<file path="src/rtl/incap_pkg.sv">
package incap_pkg;

   typedef enum logic [1:0] {
      CAP_PACER  = 2'd0,
      CAP_STROBE = 2'd1,
      CAP_HSHAKE = 2'd2,
      CAP_OFF    = 2'd3
   } cap_mode_e;

   typedef enum logic [1:0] {
      HS_IDLE = 2'd0,
      HS_PEND = 2'd1,
      HS_ACK  = 2'd2
   } hs_state_e;

endpackage

</file>
<file path="src/rtl/incap_sync_edge.sv">
module incap_sync_edge #(
   parameter int STAGES = 2
) (
   input  logic clk,
   input  logic rst_n,
   input  logic din,
   input  logic sel_fall,
   output logic hit
);
   logic [STAGES-1:0] sq;
   logic              prev;
   logic              now_lvl;

   generate
      if (STAGES < 2) begin : g_bad_stages
         $error("incap_sync_edge: STAGES must be at least 2");
      end
   endgenerate

   assign now_lvl = sq[STAGES-1];

   always_ff @(posedge clk or negedge rst_n) begin
      if (!rst_n) begin
         sq   <= '0;
         prev <= 1'b0;
      end else begin
         sq   <= {sq[STAGES-2:0], din};
         prev <= now_lvl;
      end
   end

   assign hit = sel_fall ? (prev & ~now_lvl) : (now_lvl & ~prev);

endmodule

</file>
<file path="src/rtl/incap_ack_gen.sv">
module incap_ack_gen #(
   parameter int LEN_W = 8
) (
   input  logic             clk,
   input  logic             rst_n,
   input  logic             start,
   input  logic [LEN_W-1:0] len,
   output logic             ack
);
   localparam logic [LEN_W-1:0] MIN_LEN = LEN_W'(2);
   localparam logic [LEN_W-1:0] ONE     = LEN_W'(1);

   logic [LEN_W-1:0] len_eff;
   logic [LEN_W-1:0] cnt;

   generate
      if (LEN_W < 2) begin : g_bad_len
         $error("incap_ack_gen: LEN_W must be at least 2");
      end
   endgenerate

   assign len_eff = (len < MIN_LEN) ? MIN_LEN : len;

   always_ff @(posedge clk or negedge rst_n) begin
      if (!rst_n) begin
         ack <= 1'b0;
         cnt <= '0;
      end else if (start) begin
         ack <= 1'b1;
         cnt <= len_eff - ONE;
      end else if (ack) begin
         if (cnt == '0) ack <= 1'b0;
         else           cnt <= cnt - ONE;
      end
   end

endmodule

</file>
<file path="src/rtl/incap_top.sv">
module incap_top
   import incap_pkg::*;
#(
   parameter int DATA_W      = 32,
   parameter int SYNC_STAGES = 2,
   parameter int ACK_LEN_W   = 8,
   parameter bit DATA_ALIGN  = 1'b1
) (
   input  logic                 clk,
   input  logic                 rst_n,
   input  logic [1:0]           cfg_mode,
   input  logic                 cfg_fall_edge,
   input  logic [ACK_LEN_W-1:0] cfg_ack_len,
   input  logic                 trig_in,
   input  logic                 pacer_tick,
   input  logic                 req_in,
   input  logic [DATA_W-1:0]    data_in,
   input  logic                 fifo_full,
   output logic                 fifo_wr,
   output logic [DATA_W-1:0]    fifo_wdata,
   output logic                 ack_out,
   output logic                 overrun
);
   cap_mode_e         mode;
   hs_state_e         hs_st;
   logic              req_hit;
   logic              trig_hit;
   logic              armed;
   logic              ack_start;
   logic [DATA_W-1:0] word_now;
   logic [DATA_W-1:0] hold;

   generate
      if (DATA_W < 1) begin : g_bad_width
         $error("incap_top: DATA_W must be positive");
      end
   endgenerate

   assign mode = cap_mode_e'(cfg_mode);

   incap_sync_edge #(.STAGES(SYNC_STAGES)) u_req_sync (
      .clk     (clk),
      .rst_n   (rst_n),
      .din     (req_in),
      .sel_fall(cfg_fall_edge),
      .hit     (req_hit)
   );

   incap_sync_edge #(.STAGES(SYNC_STAGES)) u_trig_sync (
      .clk     (clk),
      .rst_n   (rst_n),
      .din     (trig_in),
      .sel_fall(1'b0),
      .hit     (trig_hit)
   );

   // The data word either follows the request through the same number of
   // stages, or is taken straight from the pins.
   generate
      if (DATA_ALIGN) begin : g_align
         logic [DATA_W-1:0] dq [SYNC_STAGES];
         always_ff @(posedge clk or negedge rst_n) begin
            if (!rst_n) begin
               for (int i = 0; i < SYNC_STAGES; i++) dq[i] <= '0;
            end else begin
               for (int i = SYNC_STAGES - 1; i > 0; i--) dq[i] <= dq[i-1];
               dq[0] <= data_in;
            end
         end
         assign word_now = dq[SYNC_STAGES-1];
      end else begin : g_direct
         assign word_now = data_in;
      end
   endgenerate

   always_ff @(posedge clk or negedge rst_n) begin
      if (!rst_n) armed <= 1'b0;
      else if (trig_hit) armed <= 1'b1;
   end

   always_ff @(posedge clk or negedge rst_n) begin
      if (!rst_n) begin
         fifo_wr    <= 1'b0;
         fifo_wdata <= '0;
         overrun    <= 1'b0;
         ack_start  <= 1'b0;
         hold       <= '0;
         hs_st      <= HS_IDLE;
      end else begin
         fifo_wr   <= 1'b0;
         ack_start <= 1'b0;

         case (mode)
            CAP_PACER: begin
               if (armed && pacer_tick && !fifo_full) begin
                  fifo_wr    <= 1'b1;
                  fifo_wdata <= word_now;
               end
            end
            CAP_STROBE: begin
               if (armed && req_hit) begin
                  if (fifo_full) begin
                     overrun <= 1'b1;
                  end else begin
                     fifo_wr    <= 1'b1;
                     fifo_wdata <= word_now;
                  end
               end
            end
            default: ;
         endcase

         case (hs_st)
            HS_IDLE: begin
               if (mode == CAP_HSHAKE && armed && req_hit) begin
                  hold  <= word_now;
                  hs_st <= HS_PEND;
               end
            end
            HS_PEND: begin
               if (!fifo_full) begin
                  fifo_wr    <= 1'b1;
                  fifo_wdata <= hold;
                  ack_start  <= 1'b1;
                  hs_st      <= HS_ACK;
               end
            end
            HS_ACK: begin
               if (!ack_start && !ack_out) hs_st <= HS_IDLE;
            end
            default: hs_st <= HS_IDLE;
         endcase
      end
   end

   incap_ack_gen #(.LEN_W(ACK_LEN_W)) u_ack (
      .clk  (clk),
      .rst_n(rst_n),
      .start(ack_start),
      .len  (cfg_ack_len),
      .ack  (ack_out)
   );

endmodule

</file>
<file path="config.mk">
export PLATFORM = sky130hd
export DESIGN_NAME = incap_top
export DESIGN_NICKNAME = d
export VERILOG_FILES = /design/src/rtl/incap_pkg.sv /design/src/rtl/incap_sync_edge.sv /design/src/rtl/incap_ack_gen.sv /design/src/rtl/incap_top.sv
export SDC_FILE = /design/constraint.sdc
export NUM_CORES = 1
export LEC_CHECK = 0
export BUFFER_PORTS_ARGS = -buffer_cell sky130_fd_sc_hd__buf_2
export CORE_MARGIN = 5
export CORE_UTILIZATION = 50
export CTS_CLUSTER_SIZE = 28
export DETAILED_ROUTE_END_ITERATION = 8
export PLACE_DENSITY = 0.72
export SYNTH_ARGS = -nofsm -noshare
export SYNTH_HDL_FRONTEND = slang
export SYNTH_SLANG_ARGS = --single-unit
</file>
<file path="constraint.sdc">
create_clock -name clk -period 7.05 [get_ports clk]
set_input_delay 0.3525 -clock clk [delete_from_list [all_inputs] [get_ports clk]]
set_output_delay 0.3525 -clock clk [all_outputs]
set_load 0.02 [all_outputs]
</file>
==> results.sh, run 1 <==
export IMPL_status="finished clean"
export IMPL_maxCapViolations=0
export IMPL_period_share_pct=40.4
export IMPL_r2r_end="u_ack.cnt[4]$_DFFE_PN0P_"
export IMPL_synth_nets=460
export IMPL_synth_area_leaders="dfrtp_1 (70%), mux2_2 (7.0%), a21oi_1 (6.4%)"
export IMPL_drive_above_1_share_pct=29.2
export IMPL_slew_headroom_pct=20.6
export IMPL_die_h_um=113
export IMPL_cts_clk_slew_worst_paths_ps=60
export IMPL_syn_inst=410
export IMPL_p_per_area_mw_per_mm2=397
export IMPL_cp_required_ps=7430
export IMPL_synth_top_area_cell="dfrtp_1"
export IMPL_timing_worst_setup_path_type="flop to flop"
export IMPL_cp_start_kind="flop"
export IMPL_grt_pass1_vias=3733
export IMPL_maxSlewViolCount=0
export IMPL_dp_hpwl_mm=6.54
export IMPL_drtAntennaViolNets=0
export IMPL_netlist_area_leader_share_pct=70.5
export IMPL_cts_resized=0
export IMPL_cp_end_kind="flop"
export IMPL_whs_endpoint="u_ack.cnt[0]$_DFFE_PN0P_"
export IMPL_synth_most_common_cell="dfrtp_1"
export IMPL_drcViolationCount=0
export IMPL_clock_skew_ps=7.21
export IMPL_first_iter_violations=144
export IMPL_cts_made_buffers=17
export IMPL_ys_ff_latch=149
export IMPL_buffer_ports_inserted=83
export IMPL_cts_sinks=149
export IMPL_nets=582
export IMPL_io_pins=84
export IMPL_fill_cells=749
export IMPL_hold_ws_ps=77.1
export IMPL_grt_max_degree=83
export IMPL_rr_worst_depth=8
export IMPL_coreArea_mm2=0.0103
export IMPL_rsz0062_at_grt="false"
export IMPL_max_vdd_ir_drop_v=0.000240
export IMPL_synthTopCellsByCount="dfrtp_1 (149), a21oi_1 (68), nor2_1 (39)"
export IMPL_clk_latency_ps=520
export IMPL_async_flop_share_pct=100
export IMPL_seq_area_frac_synth_pct=70.5
export IMPL_routedWlPerCell_um=15.8
export IMPL_drt_total_wl_mm=10.8
export IMPL_synth_area_mm2=0.00529
export IMPL_finalSetupViolations=0
export IMPL_holdCritPathClass="primary input to flop"
export IMPL_clock_root_buffer="clkbuf_8"
export IMPL_grt_usage_pct=18.5
export IMPL_synth_ff_type="dfrtp_1"
export IMPL_vias_per_cell=5.16
export IMPL_grt_pass1_wl_mm=18.3
export IMPL_period_needed_ps=2850
export IMPL_synth_enable_flop_cells=0
export IMPL_p_leak_nw=3.16
export IMPL_cp_arrival_ps=3230
export IMPL_hp_start="cfg_ack_len[0]"
export IMPL_setup_tns_ps=0
export IMPL_antenna_found_initial=0
export IMPL_cts_tree="built"
export IMPL_gp_congestion=0.847
export IMPL_r2r_start="ack_start$_DFF_PN0_"
export IMPL_worst_pin_slew_ps=1190
export IMPL_yosys_cell_types_count=36
export IMPL_firstDrtPassIters=4
export IMPL_cp_max_fo=23
export IMPL_route_vias_total=3511
export IMPL_initial_utilization_pct=51.2
export IMPL_final_hold_viol_count=0
export IMPL_fp_dieW_um=113
export IMPL_cts_max_level=4
export IMPL_r2r_setup_slack_ps=4200
export IMPL_n_antenna_cell=0
export IMPL_rows=37
export IMPL_max_freq_mhz=351
export IMPL_dieArea_mm2=0.0127
export IMPL_cts_buffer_depth=2
export IMPL_yosysWarnings=0
export IMPL_holdPathStages=2
export IMPL_syn_avg_cell_area_um2=12.9
export IMPL_area_delta_synth_final_pct=28.2
export IMPL_grt_overflow_total=0
[per-stage QoR]
step | power [W] | cell area [um^2] | utilization (%) | cells | setup WS [ps]
global route | 0.00285 | 6780 | 65.7 | 681 | 3960
floorplan | 0.00157 | 5290 | - | 410 | 4740
CTS | 0.00272 | 6780 | 65.7 | 681 | 4210
detailed placement | 0.00180 | 5840 | 56.6 | 614 | 4210
global placement | 0.00176 | 5840 | 56.6 | 614 | 4260
finish | 0.00269 | 6780 | 65.7 | 681 | 4200
[cell type report]
cell class	count	area [um^2]	area share, %
Clock buffer	18	418	6.16
Clock inverter	14	174	2.56
Inverter	7	26.3	0.387
Multi-Input combinational cell	236	1470	21.7
Sequential cell	149	3730	55.0
Tap cell	136	170	2.51
Timing Repair Buffer	121	795	11.7
[kinds of logic (layout without fill, tap and decap cells)]
family	Yosys count	count (layout)	synth area share (%)
compound gates	84	84	9.01
xor+xnor	9	9	1.49
fa+ha+maj	1	1	0.236
buf+inv	25	160	1.92
flops	149	149	70.5
mux	37	37	7.78
simple gates	105	105	9.08
[sequential cells by signal (all words and copies together) (netlist names)]
register and cells:
u_trig_sync.prev 1, u_ack.cnt 8, hs_st 2, fifo_wr 1, u_req_sync.prev 1, armed 1, word_now 32, fifo_wdata 32
hold 32, overrun 1, u_req_sync.sq 2, u_ack.ack 1, g_align.dq 32, ack_start 1, u_trig_sync.sq 2
[placed cells by master, fill, tap and decap left out, types with 2 or more instances in the layout]
cell	instances
clkinv_2	3
a21oi_1	68
o21ai_0	6
inv_1	7
xnor2_1	5
nand2_1	37
nor2_1	39
nand3b_1	2
dlygate4sd3_1	35
nor3_1	4
nor4_1	2
dfrtp_1	149
or3b_2	2
or4_1	3
clkbuf_16	16
nand3_1	3
inv_6	4
mux2_2	33
or2_1	2
clkinvlp_4	3
nand2b_1	3
buf_4	3
buf_2	82
xor2_1	4
or3_1	3
mux2i_1	4
bufinv_16	3
[how the worst max path moves through the flow]
stage / startpoint / to / slack, ps
2_1_floorplan: cfg_ack_len[3] / u_ack.cnt[6]$_DFFE_PN0P_ / 4740
3_3_place_gp: ack_start$_DFF_PN0_ / u_ack.cnt[6]$_DFFE_PN0P_ / 4260
3_5_place_dp: ack_start$_DFF_PN0_ / u_ack.cnt[6]$_DFFE_PN0P_ / 4210
4_1_cts: ack_start$_DFF_PN0_ / u_ack.cnt[6]$_DFFE_PN0P_ / 4210
5_1_grt: ack_start$_DFF_PN0_ / u_ack.cnt[4]$_DFFE_PN0P_ / 3960
6_report: ack_start$_DFF_PN0_ / u_ack.cnt[4]$_DFFE_PN0P_ / 4200
[metal layers]
| metal | GRT usage [%] | vias to the layer above | part of all wire, % |
|---|---|---|---|
| li1 | - | 1645 | - |
| met1 | 24.0 | 1781 | 43 |
| met2 | 29.3 | 78 | 51 |
| met3 | 7.54 | 7 | 5.4 |
| met4 | 4.73 | 0 | 0.65 |
| met5 | 0 | - | 0 |
[critical path, cell delays in order, from the launching register on]
cell	delay, ps
dfrtp_1	780
or4b_4	560
o21ai_0	520
inv_1	100
ha_1	260
o21ai_0	140
nor2_1	100
xnor2_1	170
mux2i_1	80
[report_power, final]
part / switching [W] / internal, W / total, W / leakage, nW
sequential: 0.000140 / 0.00107 / 0.00121 / 1.76
clock: 0.000354 / 0.000544 / 0.000898 / 0.284
combinational: 0.000332 / 0.000250 / 0.000581 / 1.12
[timing repair]
action,CTS,global route
hold endpoints to repair,101,0
buffers inserted,0,0
hold buffers,35,0
No activity file was read; power rests on OpenSTA's default activity.
==> inputs of run 2 (changes only) <==
--- a/config.mk
+++ b/config.mk
@@ -5,12 +5,13 @@
 export SDC_FILE = /design/constraint.sdc
 export NUM_CORES = 1
 export LEC_CHECK = 0
+export ABC_AREA = 1
 export BUFFER_PORTS_ARGS = -buffer_cell sky130_fd_sc_hd__buf_2
 export CORE_MARGIN = 5
 export CORE_UTILIZATION = 50
 export CTS_CLUSTER_SIZE = 28
 export DETAILED_ROUTE_END_ITERATION = 8
-export PLACE_DENSITY = 0.72
+export PLACE_DENSITY = 0.74
 export SYNTH_ARGS = -nofsm -noshare
 export SYNTH_HDL_FRONTEND = slang
 export SYNTH_SLANG_ARGS = --single-unit
==> constraint.sdc (replaced) <==
create_clock -name clk -period 2.4 [get_ports clk]
set_input_delay 0.12 -clock clk [delete_from_list [all_inputs] [get_ports clk]]
set_output_delay 0.12 -clock clk [all_outputs]
set_load 0.02 [all_outputs]
==> run 2 against run 1 <==
Effect of this change:
- clock-buffer cell count increased by 1
- first-iteration DRC count up 140%
- synthesized cell count is 48% higher
- non-clock buffer count is 7 higher
- combinational power rose to 3.7 times the previous value
- utilization down 1.9 points
- area after synthesis grew 11%
- sequential share of layout area decreased by 4.0 points
- hold slack got worse by 2.0 ps
- clock power increased to 2.8 times the previous value
- critical path type unchanged
==> results.sh, run 2 <==
export IMPL_cp_arrival_ps=2140
export IMPL_final_common_cell="dfrtp_1"
export IMPL_cp_end_kind="flop"
export IMPL_r2r_start="u_req_sync.sq[1]$_DFF_PN0_"
export IMPL_cts_max_level=4
export IMPL_drt_total_wl_mm=12.7
export IMPL_maxSlewViolCount=0
export IMPL_drtAntennaViolNets=0
export IMPL_gp_congestion=0.813
export IMPL_worst_pin_slew_ps=810
export IMPL_drive_above_1_share_pct=21.2
export IMPL_grt_usage_pct=19.0
export IMPL_rr_worst_depth=10
export IMPL_p_seq_share_pct=43.4
export IMPL_p_sw_w=0.00278
export IMPL_first_iter_violations=344
export IMPL_area_delta_synth_final_pct=24.5
export IMPL_dp_hpwl_mm=7.81
export IMPL_dieArea_mm2=0.0140
export IMPL_r2r_end="fifo_wdata[30]$_DFF_PN0_"
export IMPL_final_cells=879
export IMPL_maxCapViolations=0
export IMPL_rsz0062_at_grt="false"
export IMPL_finalSetupViolations=0
export IMPL_cp_startpoint="u_req_sync.sq[1]$_DFF_PN0_"
export IMPL_p_per_area_mw_per_mm2=1120
export IMPL_cts_sinks=149
export IMPL_p_leak_nw=3.65
export IMPL_antenna_found_initial=0
export IMPL_synthTopCellsByCount="dfrtp_1 (149), nand2_1 (137), o21ai_1 (74)"
export IMPL_period_needed_ps=1800
export IMPL_seq_area_frac_synth_pct=63.4
export IMPL_p_total_w=0.00823
export IMPL_cts_resized=0
export IMPL_nets=774
export IMPL_async_flop_share_pct=100
export IMPL_met2WireLength_mm=6.08
export IMPL_max_vdd_ir_drop_v=0.000851
export IMPL_synth_top_area_cell="dfrtp_1"
export IMPL_clk_latency_ps=420
export IMPL_postCtsSetupBuffers=0
export IMPL_dp_cells=813
export IMPL_clock_skew_ps=7.97
export IMPL_hold_ws_ps=75.1
export IMPL_slew_headroom_pct=45.9
export IMPL_route_vias_total=4455
export IMPL_syn_inst=605
export IMPL_grt_pass1_wl_mm=21.8
export IMPL_yosys_cell_types_count=28
export IMPL_cts_hold_buf=35
export IMPL_layout_common_cells="dfrtp_1 (149), nand2_1 (137), buf_2 (82)"
export IMPL_period_share_pct=74.8
export IMPL_netlist_area_leader_share_pct=63.4
export IMPL_clkPwrFrac_pct=30.5
export IMPL_io_pins=84
export IMPL_synth_nets=655
export IMPL_finish_instance_area_mm2=0.00732
export IMPL_timing_worst_setup_path_type="flop to flop"
export IMPL_dpl_cell_area_mm2=0.00640
export IMPL_grt_overflow_total=0
export IMPL_setup_tns_ps=0
export IMPL_final_hold_viol_count=0
export IMPL_cts_clk_slew_worst_paths_ps=60
export IMPL_n_antenna_cell=0
export IMPL_cp_start_kind="flop"
export IMPL_vias_per_cell=5.07
export IMPL_topRoutingLayerUsed="met4"
export IMPL_synth_enable_flop_cells=0
export IMPL_initial_utilization_pct=51.2
export IMPL_synth_area_mm2=0.00588
export IMPL_drcViolationCount=0
export IMPL_max_freq_mhz=557
export IMPL_synth_ff_type="dfrtp_1"
export IMPL_switching_share_pct=33.8
export IMPL_yosysWarnings=0
export IMPL_firstDrtPassIters=5
export IMPL_synth_most_common_cell="dfrtp_1"
export IMPL_holdCritPathClass="primary input to flop"
export IMPL_drt_met1_wl_mm=5.78
export IMPL_fp_dieW_um=118
export IMPL_r2r_setup_slack_ps=600
export IMPL_coreArea_mm2=0.0115
export IMPL_cts_buffer_depth=2
export IMPL_ys_ff_latch=149
export IMPL_status="finished clean"
export IMPL_rows=39
export IMPL_grt_max_degree=73
export IMPL_synth_area_leaders="dfrtp_1 (63%), nand2_1 (8.8%), o21ai_1 (6.3%)"
export IMPL_cp_max_fo=21
export IMPL_routedWlPerCell_um=14.4
export IMPL_buffer_ports_inserted=83
export IMPL_cts_tree="built"
export IMPL_wl_met3_um=644
export IMPL_syn_avg_cell_area_um2=9.71
export IMPL_cp_required_ps=2740
export IMPL_clock_root_buffer="clkbuf_16"
export IMPL_worstSetupEndpoint="fifo_wdata[30]$_DFF_PN0_"
export IMPL_grt_pass1_vias=4500
export IMPL_cts_made_buffers=17
export IMPL_internal_power_w=0.00544
export IMPL_combPwrFrac_pct=26.1
export IMPL_die_h_um=118
## run 2: routing by layer
metal / vias to the layer above / GRT usage [%]
met5: - / 0
met4: 0 / 6.17
met3: 14 / 5.40
met2: 119 / 30.5
met1: 2147 / 25.3
li1: 2175 / -
## run 2: worst min-delay path by stage
stage | from | to | slack (ps) | cells past startpoint
3_5_place_dp | rst_n | fifo_wdata[3]$_DFF_PN0_ | 170 | 1
2_1_floorplan | rst_n | ack_start$_DFF_PN0_ | -180 | 0
6_report | cfg_ack_len[7] | u_ack.cnt[7]$_DFFE_PN0P_ | 80 | 5
5_1_grt | cfg_ack_len[7] | u_ack.cnt[7]$_DFFE_PN0P_ | 130 | 5
3_3_place_gp | rst_n | hold[3]$_DFFE_PN0P_ | 160 | 1
4_1_cts | cfg_ack_len[7] | u_ack.cnt[7]$_DFFE_PN0P_ | 70 | 5
## run 2: final cells by class
type | count | area (um^2)
sequential | 149 | 3730
timing repair buffer | 128 | 872
inverter | 78 | 293
fill | 900 | 4150
clock inverter | 12 | 120
clock buffer | 19 | 443
tap | 143 | 179
multi-input combinational | 350 | 1680
## run 2: through the flow
| step | util, % | setup WS [ps] |
|---|---|---|
| floorplan | - | 865 |
| global placement | 55.9 | 672 |
| detailed placement | 55.9 | 631 |
| CTS | 63.8 | 584 |
| global route | 63.8 | 382 |
| finish | 63.8 | 604 |
## run 2: cell families after synthesis
family / after synthesis / synth area share [%]
buffers and inverters: 106 / 7.92
AND/OR/NAND/NOR: 221 / 15.5
flip-flops: 149 / 63.4
XOR/XNOR: 1 / 0.149
adder cells (fa/ha/maj): 1 / 0.213
AO/OA/AOI/OAI: 127 / 12.8
## run 2: critical path, cell delays in order, from the launching register on
cell     delay [ps]
dfrtp_1         380
inv_1            70
nand2_1          50
nand2_1          50
nand3_1         100
inv_2           240
nand3_1         130
nand2_2          90
buf_4           300
o21ai_1         130
o21ai_1         180
## run 2: power groups by stage
stage / logic, W / clock network (W) / registers, W
global route: 0.00241 / 0.00268 / 0.00365
finish: 0.00215 / 0.00251 / 0.00357
CTS: 0.00217 / 0.00257 / 0.00357
global placement: 0.00204 / 0 / 0.00358
floorplan: 0.00117 / 0 / 0.00383
detailed placement: 0.00212 / 0 / 0.00359
